--- src/rtl/irqsteer_pkg.sv ---
package irqsteer_pkg;

   // Default set of ISA lines that steering must never drive: 0, 1, 2, 8, 13
   localparam logic [15:0] DEF_RESERVED = 16'h2107;

   // Bits kept on a write: the disable bit plus the IRQ number field
   function automatic logic [7:0] route_keep_mask(input int dis_bit, input int irq_w);
      logic [7:0] m;
      m = '0;
      for (int i = 0; i < irq_w; i++) m[i] = 1'b1;
      m[dis_bit] = 1'b1;
      return m;
   endfunction

endpackage

--- src/rtl/irqsteer_regfile.sv ---
module irqsteer_regfile #(
   parameter int               NUM_PINS  = 4,
   parameter int               ADDR_W    = 8,
   parameter int               DATA_W    = 8,
   parameter int               IRQ_W     = 4,
   parameter int               DIS_BIT   = 7,
   parameter logic [ADDR_W-1:0] BASE_ADDR = 8'h60
) (
   input  logic                             clk,
   input  logic                             rst_n,
   input  logic [ADDR_W-1:0]                addr,
   input  logic                             wr,
   input  logic                             rd,
   input  logic [DATA_W-1:0]                wdata,
   output logic [DATA_W-1:0]                rdata,
   output logic [NUM_PINS-1:0][DATA_W-1:0]  routes
);
   import irqsteer_pkg::*;

   localparam int               PIN_W     = (NUM_PINS > 1) ? $clog2(NUM_PINS) : 1;
   localparam logic [7:0]       KEEP8     = route_keep_mask(DIS_BIT, IRQ_W);
   localparam logic [DATA_W-1:0] KEEP     = DATA_W'(KEEP8);
   localparam logic [DATA_W-1:0] RST_VAL  = DATA_W'(1) << DIS_BIT;

   logic [ADDR_W-1:0] offset;
   logic              hit;
   logic [PIN_W-1:0]  idx;

   assign offset = addr - BASE_ADDR;
   assign hit    = (offset < ADDR_W'(NUM_PINS));
   assign idx    = offset[PIN_W-1:0];

   for (genvar p = 0; p < NUM_PINS; p++) begin : g_reg
      always_ff @(posedge clk or negedge rst_n) begin
         if (!rst_n)
            routes[p] <= RST_VAL;
         else if (wr && hit && (idx == PIN_W'(p)))
            routes[p] <= wdata & KEEP;
      end
   end

   always_ff @(posedge clk or negedge rst_n) begin
      if (!rst_n)
         rdata <= '0;
      else if (rd)
         rdata <= hit ? routes[idx] : '0;
   end

   // read data only moves on a read strobe
   a_r8_rdata_hold: assert property (@(posedge clk) disable iff (!rst_n)
      !rd |=> $stable(rdata));

   // a write outside the window leaves every register as it was
   a_r8_unmapped_write: assert property (@(posedge clk) disable iff (!rst_n)
      (wr && !hit) |=> $stable(routes));

endmodule

--- src/rtl/irqsteer_decode.sv ---
module irqsteer_decode #(
   parameter int                  IRQ_COUNT = 16,
   parameter int                  DATA_W    = 8,
   parameter int                  DIS_BIT   = 7,
   parameter logic [IRQ_COUNT-1:0] RESERVED  = 16'h2107
) (
   input  logic                 clk,
   input  logic                 rst_n,
   input  logic [DATA_W-1:0]    route,
   input  logic                 int_n,
   output logic [IRQ_COUNT-1:0] req
);
   localparam int IRQ_W = $clog2(IRQ_COUNT);

   logic [IRQ_W-1:0] line;
   logic             active;

   assign line   = route[IRQ_W-1:0];
   assign active = !route[DIS_BIT] && !int_n;

   always_comb begin
      req = '0;
      if (active) req = (IRQ_COUNT'(1) << line) & ~RESERVED;
   end

   // one pin drives at most one ISA line
   a_r4_single_line: assert property (@(posedge clk) disable iff (!rst_n)
      $onehot0(req));

endmodule

--- src/rtl/irqsteer_merge.sv ---
module irqsteer_merge #(
   parameter int NUM_PINS  = 4,
   parameter int IRQ_COUNT = 16
) (
   input  logic [NUM_PINS-1:0][IRQ_COUNT-1:0] reqs,
   output logic [IRQ_COUNT-1:0]               merged
);
   always_comb begin
      merged = '0;
      for (int p = 0; p < NUM_PINS; p++) merged |= reqs[p];
   end
endmodule

--- src/rtl/irq_steer_router.sv ---
module irq_steer_router #(
   parameter int                  NUM_PINS  = 4,
   parameter int                  IRQ_COUNT = 16,
   parameter int                  ADDR_W    = 8,
   parameter int                  DATA_W    = 8,
   parameter int                  DIS_BIT   = 7,
   parameter logic [ADDR_W-1:0]   BASE_ADDR = 8'h60,
   parameter logic [IRQ_COUNT-1:0] RESERVED  = irqsteer_pkg::DEF_RESERVED,
   parameter bit                  OUT_REG   = 1'b0
) (
   input  logic                 clk,
   input  logic                 rst_n,
   input  logic [ADDR_W-1:0]    cfg_addr,
   input  logic                 cfg_wr,
   input  logic                 cfg_rd,
   input  logic [DATA_W-1:0]    cfg_wdata,
   output logic [DATA_W-1:0]    cfg_rdata,
   input  logic [NUM_PINS-1:0]  pci_int_n,
   output logic [IRQ_COUNT-1:0] isa_irq
);
   localparam int IRQ_W = $clog2(IRQ_COUNT);

   if (IRQ_COUNT != (1 << IRQ_W)) begin : g_chk_count
      $error("IRQ_COUNT must be a power of two");
   end
   if (DIS_BIT < IRQ_W || DIS_BIT >= DATA_W || DATA_W > 8) begin : g_chk_dis
      $error("DIS_BIT must lie above the IRQ field inside the data byte");
   end
   if (NUM_PINS < 1) begin : g_chk_pins
      $error("NUM_PINS must be at least one");
   end

   logic [NUM_PINS-1:0][DATA_W-1:0]    routes;
   logic [NUM_PINS-1:0][IRQ_COUNT-1:0] reqs;
   logic [IRQ_COUNT-1:0]               merged;
   logic [NUM_PINS-1:0]                dis_all;

   irqsteer_regfile #(
      .NUM_PINS (NUM_PINS),
      .ADDR_W   (ADDR_W),
      .DATA_W   (DATA_W),
      .IRQ_W    (IRQ_W),
      .DIS_BIT  (DIS_BIT),
      .BASE_ADDR(BASE_ADDR)
   ) u_regs (
      .clk   (clk),
      .rst_n (rst_n),
      .addr  (cfg_addr),
      .wr    (cfg_wr),
      .rd    (cfg_rd),
      .wdata (cfg_wdata),
      .rdata (cfg_rdata),
      .routes(routes)
   );

   for (genvar p = 0; p < NUM_PINS; p++) begin : g_pin
      irqsteer_decode #(
         .IRQ_COUNT(IRQ_COUNT),
         .DATA_W   (DATA_W),
         .DIS_BIT  (DIS_BIT),
         .RESERVED (RESERVED)
      ) u_dec (
         .clk  (clk),
         .rst_n(rst_n),
         .route(routes[p]),
         .int_n(pci_int_n[p]),
         .req  (reqs[p])
      );
      assign dis_all[p] = routes[p][DIS_BIT];
   end

   irqsteer_merge #(
      .NUM_PINS (NUM_PINS),
      .IRQ_COUNT(IRQ_COUNT)
   ) u_merge (
      .reqs  (reqs),
      .merged(merged)
   );

   if (OUT_REG) begin : g_out_reg
      always_ff @(posedge clk or negedge rst_n) begin
         if (!rst_n) isa_irq <= '0;
         else        isa_irq <= merged;
      end
   end else begin : g_out_comb
      assign isa_irq = merged;
   end

   // reserved lines stay quiet
   a_r7_reserved_quiet: assert property (@(posedge clk) disable iff (!rst_n)
      (isa_irq & RESERVED) == '0);

   // with every pin switched off nothing is requested
   a_r3_all_disabled: assert property (@(posedge clk) disable iff (!rst_n)
      (&dis_all) |-> (merged == '0));

endmodule

--- config.mk ---
export PLATFORM = sky130hd
export DESIGN_NAME = irq_steer_router
export DESIGN_NICKNAME = d
export VERILOG_FILES = /design/src/rtl/irqsteer_pkg.sv /design/src/rtl/irqsteer_regfile.sv /design/src/rtl/irqsteer_decode.sv /design/src/rtl/irqsteer_merge.sv /design/src/rtl/irq_steer_router.sv
export SDC_FILE = /design/constraint.sdc
export NUM_CORES = 1
export LEC_CHECK = 0
export ABC_AREA = 1
export BUFFER_PORTS_ARGS = -buffer_cell sky130_fd_sc_hd__buf_2
export CAP_MARGIN = 20
export CORE_ASPECT_RATIO = 0.6
export CORE_MARGIN = 1.5
export CORE_UTILIZATION = 45
export DETAILED_ROUTE_END_ITERATION = 10
export PLACE_DENSITY = 0.73
export SETUP_SLACK_MARGIN = 0.1
export SYNTH_ARGS = -nofsm -noshare
export SYNTH_HDL_FRONTEND = slang
export SYNTH_HIERARCHICAL = 1
export SYNTH_SLANG_ARGS = --single-unit
--- constraint.sdc ---
create_clock -name clk -period 1.9 [get_ports clk]
set_input_delay 0.38 -clock clk [delete_from_list [all_inputs] [get_ports clk]]
set_output_delay 0.38 -clock clk [all_outputs]
set_load 0.005 [all_outputs]
==> summary.md, run 1 <==
| Metric | Value |
|---|---|
| IR drop worst, VDD | `353.4 uV` |
| Multi-input gate area | `1358 um2` |
| R2R Setup Slk | `830 ps` |
| Filler Cell Count | `454` |
| Antenna Cells | `0` |
| Crit. End Element | `output port` |
| FF-to-FF End | `u_regs/rdata[7]$_DFFE_PN0P_` |
| Pwr Total | `0.001202 W` |
| Final Hold Viols | `0` |
| Largest net degree at the start of global routing | `26` |
| Syn Std Cell Area | `2165 um2` |
| Number of global-route vias before repair | `1847` |
| WP data required | `1520 ps` |
| Final setup viols | `0` |
| YS warnings | `6` |
| Initial antenna violation count | `0` |
| Final Max Tran Viols | `0` |
| Area delta synth->final | `18.03%` |
| Layout cells sized above 1 | `0.3216` |
| Max Cap Violations | `0` |
| Ports | `48` |
| Worst EP arrival | `1390 ps` |
| RSZ-0062 raised after global routing | `yes` |
| Slew headroom | `0.6283` |
| Vias per inst | `4.952` |
| Register area | `648.1 um2` |
| Reg-to-Reg Start | `u_regs/routes[31]$_DFFE_PN1P_` |
| Tcrit/Tclk final | `0.9294` |
| Die W | `92.54 um` |
| Initial DRT Pass Iterations | `5` |
| Gr ovfl total | `0` |
| First-pass GRT wire length | `8921 um` |
| Cells after synthesis | `354` |
| P_leak | `1.283 nW` |
| Initial Util | `0.4718` |
| Die height | `56.72 um` |
| Post-route antenna net violation count | `0` |
| Reg2Reg Depth | `5` |
| Crit start category | `register` |
| TritonCTS Buffers | `3` |
| Total GRT Usage | `0.2157` |
| Power per Cell Area | `470.4 nW/um2` |
| HP Class | `input port to asynchronous set/reset pin` |
| Clock Sinks | `25` |
| Min Clock Period, post-route | `1766 ps` |
| DR WL/cell | `12.26 um` |
| 1st-iter DRT viols | `238` |
| Leading cell types in the layout, fill and taps excluded | `102 x nand2_1, 66 x nor2_1, 36 x buf_2, 29 x nand4_1` |
| Clock Tree Root | `clkbuf_8` |
| Port Buf Inserts | `36` |
| WS Path Type | `register to output port` |
| Clock Latency Late Sink | `280 ps` |
| Commonest non-fill, non-tap cell in the layout | `nand2_1` |
| Post-DP HPWL | `4195 um` |
| Vias after detailed routing | `2283` |
| Syn Area/Cell | `6.115 um2` |
| Setup Skew | `7.063 ps` |
| Gpl congestion | `0.8367` |
| Max Clk Rate | `566.3 MHz` |
| Setup TNS | `0 ps` |
| Max Root-Sink Buffers | `2` |
| CTS Hold Buffers Added | `0` |
| Cell Rows | `19` |
| Slew @ Worst Pin | `557.6 ps` |
| Nets | `424` |
| CTS tree | `yes` |
| CP max FO | `4` |
| H-tree level count | `1` |
| DRC | `0` |
| Reg clk slew, reported paths | `100 ps` |
| Wirelength, routed | `5652 um` |
| Outcome | `finished clean` |
| Die area | `5249 um2` |
| Core area | `4588 um2` |
power by group:
part | internal [W] | total (W) | switching, W
clock network | 0.000149 | 0.000332 | 0.000183
logic | 0.0000955 | 0.000259 | 0.000164
registers | 0.000565 | 0.000610 | 0.0000458
through the flow:
stage / hold slack [ps] / setup slack (ps) / util / cells / area (um2)
final: 82.93 / 134.1 / 0.5569 / 461 / 2555
after global routing: 128.3 / 63.38 / 0.5569 / 461 / 2555
after CTS: 102.6 / 109.6 / 0.5116 / 448 / 2347
after detailed placement: 407.1 / 253.8 / 0.5010 / 444 / 2298
after global placement: 399.3 / 276.7 / 0.5010 / 444 / 2298
after floorplan: 84.41 / 538.9 / - / 372 / 2232
what timing repair did:
action                     in CTS  in global routing
buffers inserted                0                 13
setup endpoints to repair       0                 11
gates resized for setup         0                 48
hold endpoints to repair        0                  0
registers in the layout (all words and copies together) (netlist names):
signal,cells
u_regs/routes,20
u_regs/rdata,5
worst max path at each step:
stage                             startpoint                             to  slack [ps]  cells past startpoint
2_1_floorplan                    cfg_addr[5]   u_regs/routes[0]$_DFFE_PN0P_         540                      7
3_3_place_gp                     cfg_addr[5]   u_regs/routes[9]$_DFFE_PN0P_         280                      8
3_5_place_dp                     cfg_addr[5]  u_regs/routes[11]$_DFFE_PN0P_         250                      8
4_1_cts        u_regs/routes[15]$_DFFE_PN1P_                     isa_irq[9]         110                      6
5_1_grt         u_regs/routes[3]$_DFFE_PN0P_                     isa_irq[6]          60                      7
6_report        u_regs/routes[7]$_DFFE_PN1P_                     isa_irq[9]         130                      6
final cells by class:
type                            count  share of cell area
Sequential cell                    25              0.2537
Inverter                           27             0.03967
Multi-Input combinational cell    289              0.5313
Timing Repair Buffer               53              0.1254
Tap cell                           63             0.03085
Clock inverter                      1            0.002938
Clock buffer                        3             0.01616
worst max-delay path, cell delays in order, from the launching register on:
cell	delay (ps)
dfstp_2	570
nor2_4	60
nand2_2	80
nor2_1	40
nor2_1	160
nand2_1	60
buf_2	120
routing by layer:
layer,up-vias,GRT usage,part of all wire
li1,1153,-,-
met3,4,0.06098,0.084
met1,1043,0.3289,0.48
met5,-,0,0
met4,0,0.02198,0.0034
met2,83,0.3078,0.43
(Power assumes the default switching activity.)
==> run 2, diff against run 1 <==
Clock period 1.9 ns to 1.8 ns, I/O delays scaled along.
==> run 2 against run 1 <==
Against the previous run: global-route usage grew 0.38 points; combinational power about the same; core utilization down 1.6 points; die area unchanged; sequential share of layout area grew 0.77 points; final cell count decreased by 0.65%; worst hold slack got worse by 18 ps; register-to-register slack got worse by 120 ps; setup slack worse by 48 ps.
==> summary.md, run 2 (same netlist as run 1, synthesis figures left out) <==
| Metric | Value |
|---|---|
| Number of global-route vias before repair | `1913 (+3.6%)` |
| HP Class | `input port to asynchronous set/reset pin` |
| Initial antenna violation count | `0 (unchanged)` |
| First-pass GRT wire length | `8963 um (+0.47%)` |
| Gpl congestion | `0.8741 (+4.5%)` |
| Port Buf Inserts | `36 (unchanged)` |
| CP max FO | `4 (unchanged)` |
| Core area | `4588 um2 (unchanged)` |
| Reg2Reg Depth | `5 (unchanged)` |
| Clock Sinks | `25 (unchanged)` |
| Largest regs | `u_regs/routes x20, u_regs/rdata x5` |
| Slew headroom | `0.6293 (+0.001045)` |
| DRC | `0 (unchanged)` |
| Crit start category | `register` |
| Wirelength, routed | `5566 um (-1.5%)` |
| RSZ-0062 raised after global routing | `yes` |
| Layout cells sized above 1 | `0.2810 (-0.04060)` |
| Commonest non-fill, non-tap cell in the layout | `nand2_1` |
| Tcrit/Tclk final | `0.9520` |
| Internal Pwr Total | `0.0008452 W (+4.4%)` |
| Final Instance Area | `2480 um2 (-2.9%)` |
| Clock Power Share | `0.273 (-0.003)` |
| IR drop worst, VDD | `325.0 uV (-8.0%)` |
| Sw frac | `0.3200 (-0.006717)` |
| Clock Latency Late Sink | `270 ps (about the same)` |
| Leading cell types in the layout, fill and taps excluded | `101 x nand2_1, 79 x nor2_1, 36 x buf_2, 29 x nand4_1, 23 x conb_1` |
| Die area | `5249 um2 (unchanged)` |
| DR WL/cell | `12.15 um (-0.88%)` |
| Comb pwr share | `0.208 (-0.008)` |
| Sw Pwr | `0.0003977 W (+1.3%)` |
| Reg clk slew, reported paths | `90 ps (about the same)` |
| CTS Hold Buffers Added | `0 (unchanged)` |
| Max reg flops | `20 (unchanged)` |
| Final Hold Viols | `0 (unchanged)` |
| Top reg by flops | `u_regs/routes` |
| Die height | `56.72 um (unchanged)` |
| Max Cap Violations | `0 (unchanged)` |
| Antenna Cells | `0 (unchanged)` |
| Clock Tree Root | `clkbuf_8` |
| Post-route antenna net violation count | `0 (unchanged)` |
| TritonCTS Buffers | `3 (unchanged)` |
| 1st-iter DRT viols | `216 (-9.2%)` |
| Initial Util | `0.4718 (unchanged)` |
| Post-route setup slack | `86.47 ps (-47.62 ps)` |
| Vias per inst | `4.862 (-1.8%)` |
| H-tree level count | `1 (unchanged)` |
| Cell Rows | `19 (unchanged)` |
| Die W | `92.54 um (unchanged)` |
| Setup TNS | `0 ps (unchanged)` |
| Final Max Tran Viols | `0 (unchanged)` |
| Placed Area | `2306 um2 (+0.33%)` |
| Min Clock Period, post-route | `1714 ps` |
| Area delta synth->final | `14.57%` |
| Gr ovfl total | `0 (unchanged)` |
| Worst EP arrival | `1350 ps (-40 ps)` |
| Post-DP HPWL | `4180 um (-0.34%)` |
| Initial DRT Pass Iterations | `5 (unchanged)` |
| Vias after detailed routing | `2227 (-2.5%)` |
| Max Root-Sink Buffers | `2 (unchanged)` |
| WP data required | `1440 ps (-80 ps)` |
| Slew @ Worst Pin | `556.0 ps (-1.568 ps)` |
| Flop pwr share | `0.519 (+0.011)` |
| Pre-CTS setup slack | `174.2 ps (-79.58 ps)` |
| P_leak | `1.258 nW (-1.9%)` |
| Nets | `421 (-0.71%)` |
| Crit. End Element | `output port` |
| WS Path Type | `register to output port` |
| Outcome | `finished clean` |
| CTS tree | `yes` |
| Final setup viols | `0 (unchanged)` |
| Max Clk Rate | `583.6 MHz` |
| Ports | `48 (unchanged)` |
| Filler Cell Count | `468 (+3.1%)` |
| Largest net degree at the start of global routing | `26 (unchanged)` |
| Setup Skew | `2.076 ps (-4.987 ps)` |
| Total GRT Usage | `0.2195 (+0.003847)` |
| Power per Cell Area | `501.2 nW/um2 (+6.5%)` |
run 2: final timing paths:
kind / from / end / slack, ps
worst max-delay path: u_regs/routes[15]$_DFFE_PN1P_ / isa_irq[9] / 90
worst min-delay path: rst_n / u_regs/routes[24]$_DFFE_PN0P_ / 70
worst max register to register: u_regs/routes[31]$_DFFE_PN1P_ / u_regs/rdata[7]$_DFFE_PN0P_ / 710
worst min register to register: u_regs/rdata[7]$_DFFE_PN0P_ / u_regs/rdata[7]$_DFFE_PN0P_ / 490
max in group asynchronous: rst_n / u_regs/routes[8]$_DFFE_PN0P_ / 1330
min in group clk: cfg_wdata[7] / u_regs/routes[7]$_DFFE_PN1P_ / 350
run 2: power groups by stage:
stage / combinational [W] / sequential [W] / clock, W
floorplan: 0.000183 / 0.000639 / 0
CTS: 0.000235 / 0.000640 / 0.000343
detailed placement: 0.000221 / 0.000652 / 0
global route: 0.000291 / 0.000649 / 0.000370
global placement: 0.000215 / 0.000651 / 0
finish: 0.000258 / 0.000645 / 0.000340
run 2: layer usage:
layer,track usage,wire (um)
met2,0.3099,2316
met4,0.03956,27
met1,0.3392,2646
met5,0,0
met3,0.04878,577
run 2: timing repair:
item                                    CTS  global route
cloned                                    0             0
resized for setup                         6            26
endpoints found under the setup margin    7            11
pin swaps                                 2            15
buffers inserted                          4             5
run 2: layout make-up:
class,count,area (um2),share of cell area
clock buffers,3,41.29,0.01665
clock inverters,1,5.005,0.002018
inverters,27,101.3,0.04087
multi-input cells,289,1308,0.5272
flip-flops and latches,25,648.1,0.2614
well taps,63,78.83,0.03179
repair buffers,50,297.8,0.1201
run 2: critical path, cell delays in order, from the launching register on:
cell,delay [ps]
dfstp_2,570
nor2_4,50
nand2_2,70
nor2_1,50
nor2_1,160
nand2_1,60
buf_2,120
run 2: metrics by stage:
stage / power (W) / util / hold slack [ps] / cells
3_3_place_gp: 0.0008660 / 0.5026 / 379.2 / 445
2_1_floorplan: 0.0008218 / - / 64.41 / 372
3_5_place_dp: 0.0008734 / 0.5026 / 381.5 / 445
6_report: 0.001243 / 0.5405 / 65.30 / 458
4_1_cts: 0.001218 / 0.5222 / 83.54 / 453
5_1_grt: 0.001310 / 0.5405 / 109.5 / 458
==> run 3, diff against run 2 <==
Settings changed: PLACE_DENSITY 0.73 to 0.77, SYNTH_HIERARCHICAL 1 to unset.
==> run 3 against run 2 <==
Against the previous run: the run now ends with setup timing left; core utilization rose by 4.1 points; fmax fell by 5.2%; sequential cell count did not move; non-clock buffer count rose by 5; sequential share of layout area rose by 0.46 points; critical path type unchanged; final cell count fell by 12%.
==> summary.md, run 3 <==
| Metric | Value |
|---|---|
| Outcome | `finished with violations` |
| Failing checks | `setup timing` |
| Vias per inst | `5.126 (+5.4%)` |
| DR WL/cell | `13.47 um (+11%)` |
| Nets | `371 (-12%)` |
| Filler Cell Count | `395 (-16%)` |
| Initial Util | `0.4718 (about the same)` |
| H-tree level count | `1 (unchanged)` |
| YS warnings | `0 (-6)` |
| WS Path Type | `register to output port` |
| Sw frac | `0.3156 (-0.004432)` |
| Syn Std Cell Area | `1944 um2 (-10%)` |
| Ys async rst share | `1.000` |
| Power per Cell Area | `519.1 nW/um2 (+3.6%)` |
| Max Root-Sink Buffers | `2 (unchanged)` |
| Antenna Cells | `0 (unchanged)` |
| Slew headroom | `0.6237 (-0.005635)` |
| Number of global-route vias before repair | `1751 (-8.5%)` |
| Sw Pwr | `0.0003923 W (-1.4%)` |
| Vias after detailed routing | `2076 (-6.8%)` |
| HP Class | `input port to asynchronous set/reset pin` |
| Max reg flops | `20 (unchanged)` |
| Initial DRT Pass Iterations | `5 (unchanged)` |
| Syn Area/Cell | `6.569 um2 (+7.4%)` |
| Flop pwr share | `0.510 (-0.009)` |
| Met2 usage | `0.3486 (+0.03873)` |
| Final setup viols | `4 (+4)` |
| Post-route setup slack | `-7.545 ps (-94.02 ps)` |
| CP max FO | `3 (-1)` |
| Worst path max stage delay | `570 ps (about the same)` |
| RSZ-0062 raised after global routing | `yes` |
| Critical path's slowest cell | `dfstp_2` |
| Tcrit/Tclk final | `1.004 (+0.05223)` |
| Initial antenna violation count | `0 (unchanged)` |
| Most Used Layer, Global Route | `met1` |
| IR drop worst, VDD | `300.2 uV (-7.6%)` |
| Reg clk slew, reported paths | `90 ps (about the same)` |
| Port Buf Inserts | `36 (unchanged)` |
| GR met3 Demand/Resource | `0.07209 (+0.02331)` |
| WP depth | `8 (+2)` |
| Top FF cell, synth | `dfrtp_1` |
| Top reg by flops | `u_regs.routes` |
| Area delta synth->final | `23.17%` |
| Cells after synthesis | `296 (-16%)` |
| Reg2Reg Depth | `6 (+1)` |
| First-pass GRT wire length | `8597 um (-4.1%)` |
| Internal Pwr Total | `0.0008509 W (+0.67%)` |
| Core area | `4121 um2 (-10%)` |
| Synth area leaders | `dfrtp_1 27%, nand2_1 20%, nand4_1 12%` |
| WP data required | `1440 ps (about the same)` |
| Gr ovfl total | `0 (unchanged)` |
| WP buf/inv | `2 (+1)` |
| Worst EP arrival | `1450 ps (+100 ps)` |
| Final Max Tran Viols | `0 (unchanged)` |
| EDFF count, synth | `0` |
| Part of the Yosys area used for sequential elements | `0.3243` |
| Max Clk Rate | `553.2 MHz (-5.2%)` |
| Commonest non-fill, non-tap cell in the layout | `nand2_1` |
| Post-route antenna net violation count | `0 (unchanged)` |
| Total GRT Usage | `0.2435 (+0.02400)` |
| Crit. End Element | `output port` |
| CTS Hold Buffers Added | `0 (unchanged)` |
| Cell Rows | `18 (-1)` |
| TritonCTS Buffers | `3 (unchanged)` |
| Die height | `53.92 um (-4.9%)` |
| Min Clock Period, post-route | `1808 ps (+94.02 ps)` |
| Crit path cell chain | `nor2_4 > nand2_2 > inv_2 > nand2_2 > nor2_2 > nor2_2 > nand2_1 > buf_2` |
| Pre-CTS setup slack | `139.5 ps (-34.72 ps)` |
| DRC | `0 (unchanged)` |
| Layout cells sized above 1 | `0.3159 (+0.03493)` |
| Largest regs | `u_regs.routes x20, u_regs.rdata x5` |
| #FFs+latches synth | `25` |
| Cell taking the most area after synthesis | `dfrtp_1` |
| Wirelength, routed | `5454 um (-2.0%)` |
| Placed Area | `2147 um2 (-6.9%)` |
| Synth cell count leaders | `106 x nand2_1, 40 x nor2_1, 36 x nand4_1, 29 x inv_1, 21 x dfrtp_1` |
| Clock Power Share | `0.270 (-0.003)` |
| Ports | `48 (unchanged)` |
| P_leak | `1.248 nW (-0.79%)` |
| CTS tree | `yes` |
| Comb pwr share | `0.219 (+0.011)` |
| Clock Tree Root | `clkbuf_8` |
| Met1 usage | `0.3685 (+0.02932)` |
| Post-DP HPWL | `4005 um (-4.2%)` |
| Delay-heaviest family, CP | `flip-flops` |
| Clock Latency Late Sink | `270 ps (about the same)` |
| 1st-iter DRT viols | `207 (-4.2%)` |
| Gpl congestion | `0.8923 (+2.1%)` |
| Most common cell in the netlist | `nand2_1` |
| Largest net degree at the start of global routing | `26 (unchanged)` |
| Final Instance Area | `2395 um2 (-3.4%)` |
| Die W | `87.86 um (-5.1%)` |
| Crit start category | `register` |
| Setup Skew | `2.128 ps (+0.05205 ps)` |
| Slew @ Worst Pin | `564.5 ps (+8.453 ps)` |
| Synth cell types | `26` |
| Die area | `4737 um2 (-9.7%)` |
| Final Hold Viols | `0 (unchanged)` |
| Leading cell types in the layout, fill and taps excluded | `95 x nand2_1, 36 x nand4_1, 36 x buf_2, 32 x nor2_1, 27 x inv_1` |
| Max Cap Violations | `0 (unchanged)` |
| Top-area cell type share of the netlist area | `0.2703` |
| Clock Sinks | `25 (unchanged)` |
run 3: final timing paths:
kind                                         startpoint                       endpoint  slack, ps
setup / recovery           u_regs.routes[7]$_DFFE_PN1P_                     isa_irq[9]         -8
hold / removal                                    rst_n    u_regs.rdata[2]$_DFFE_PN0P_         70
setup reg to reg           u_regs.routes[2]$_DFFE_PN0P_    u_regs.rdata[2]$_DFFE_PN0P_        690
hold reg to reg             u_regs.rdata[3]$_DFFE_PN0P_    u_regs.rdata[3]$_DFFE_PN0P_        480
max in group asynchronous                         rst_n   u_regs.routes[1]$_DFFE_PN0P_       1320
min in group clk                           cfg_wdata[7]  u_regs.routes[31]$_DFFE_PN1P_        360
run 3: final cells by class:
class                           instances  area, um2  area share
Inverter                               30      112.6     0.04702
Sequential cell                        25      636.9      0.2659
Timing Repair Buffer                   55      339.1      0.1416
Tap cell                               60      75.07     0.03135
Clock buffer                            3      41.29     0.01724
Multi-Input combinational cell        231       1185      0.4948
Clock inverter                          1      5.005    0.002090
run 3: cells by family after synthesis:
family          share of synthesized area
other cells                      0.001929
compound gates                   0.007720
flops                              0.3243
simple gates                       0.5315
fa+ha+maj                        0.006434
buf+inv                            0.1280
run 3: metal layers:
layer | part of all wire | wire (um)
met1 | 0.48 | 2631
met2 | 0.42 | 2300
met3 | 0.093 | 507
met4 | 0.0028 | 15
met5 | 0 | 0
run 3: power groups by stage:
stage | logic (W) | clock network, W | registers (W)
3_3_place_gp | 0.000216 | 0 | 0.000641
3_5_place_dp | 0.000221 | 0 | 0.000642
4_1_cts | 0.000253 | 0.000344 | 0.000631
2_1_floorplan | 0.000160 | 0 | 0.000628
5_1_grt | 0.000303 | 0.000365 | 0.000639
6_report | 0.000273 | 0.000336 | 0.000634
run 3: timing repair:
action,CTS,global route
buffers inserted,11,2
gates resized for setup,18,19
hold endpoints to repair,0,0
pin swaps,10,10
endpoints found under the setup margin,10,11
run 3: per-stage QoR:
stage | hold WS (ps) | util | std cells | power (W) | setup TNS, ps
finish | 70.85 | 0.5811 | 405 | 0.001243 | -15.64
global route | 108.3 | 0.5811 | 405 | 0.001306 | -614.3
CTS | 91.78 | 0.5638 | 403 | 0.001228 | -45.38
detailed placement | 386.2 | 0.5209 | 388 | 0.0008634 | 0
global placement | 381.9 | 0.5209 | 388 | 0.0008578 | 0
floorplan | 64.41 | - | 303 | 0.0007879 | 0
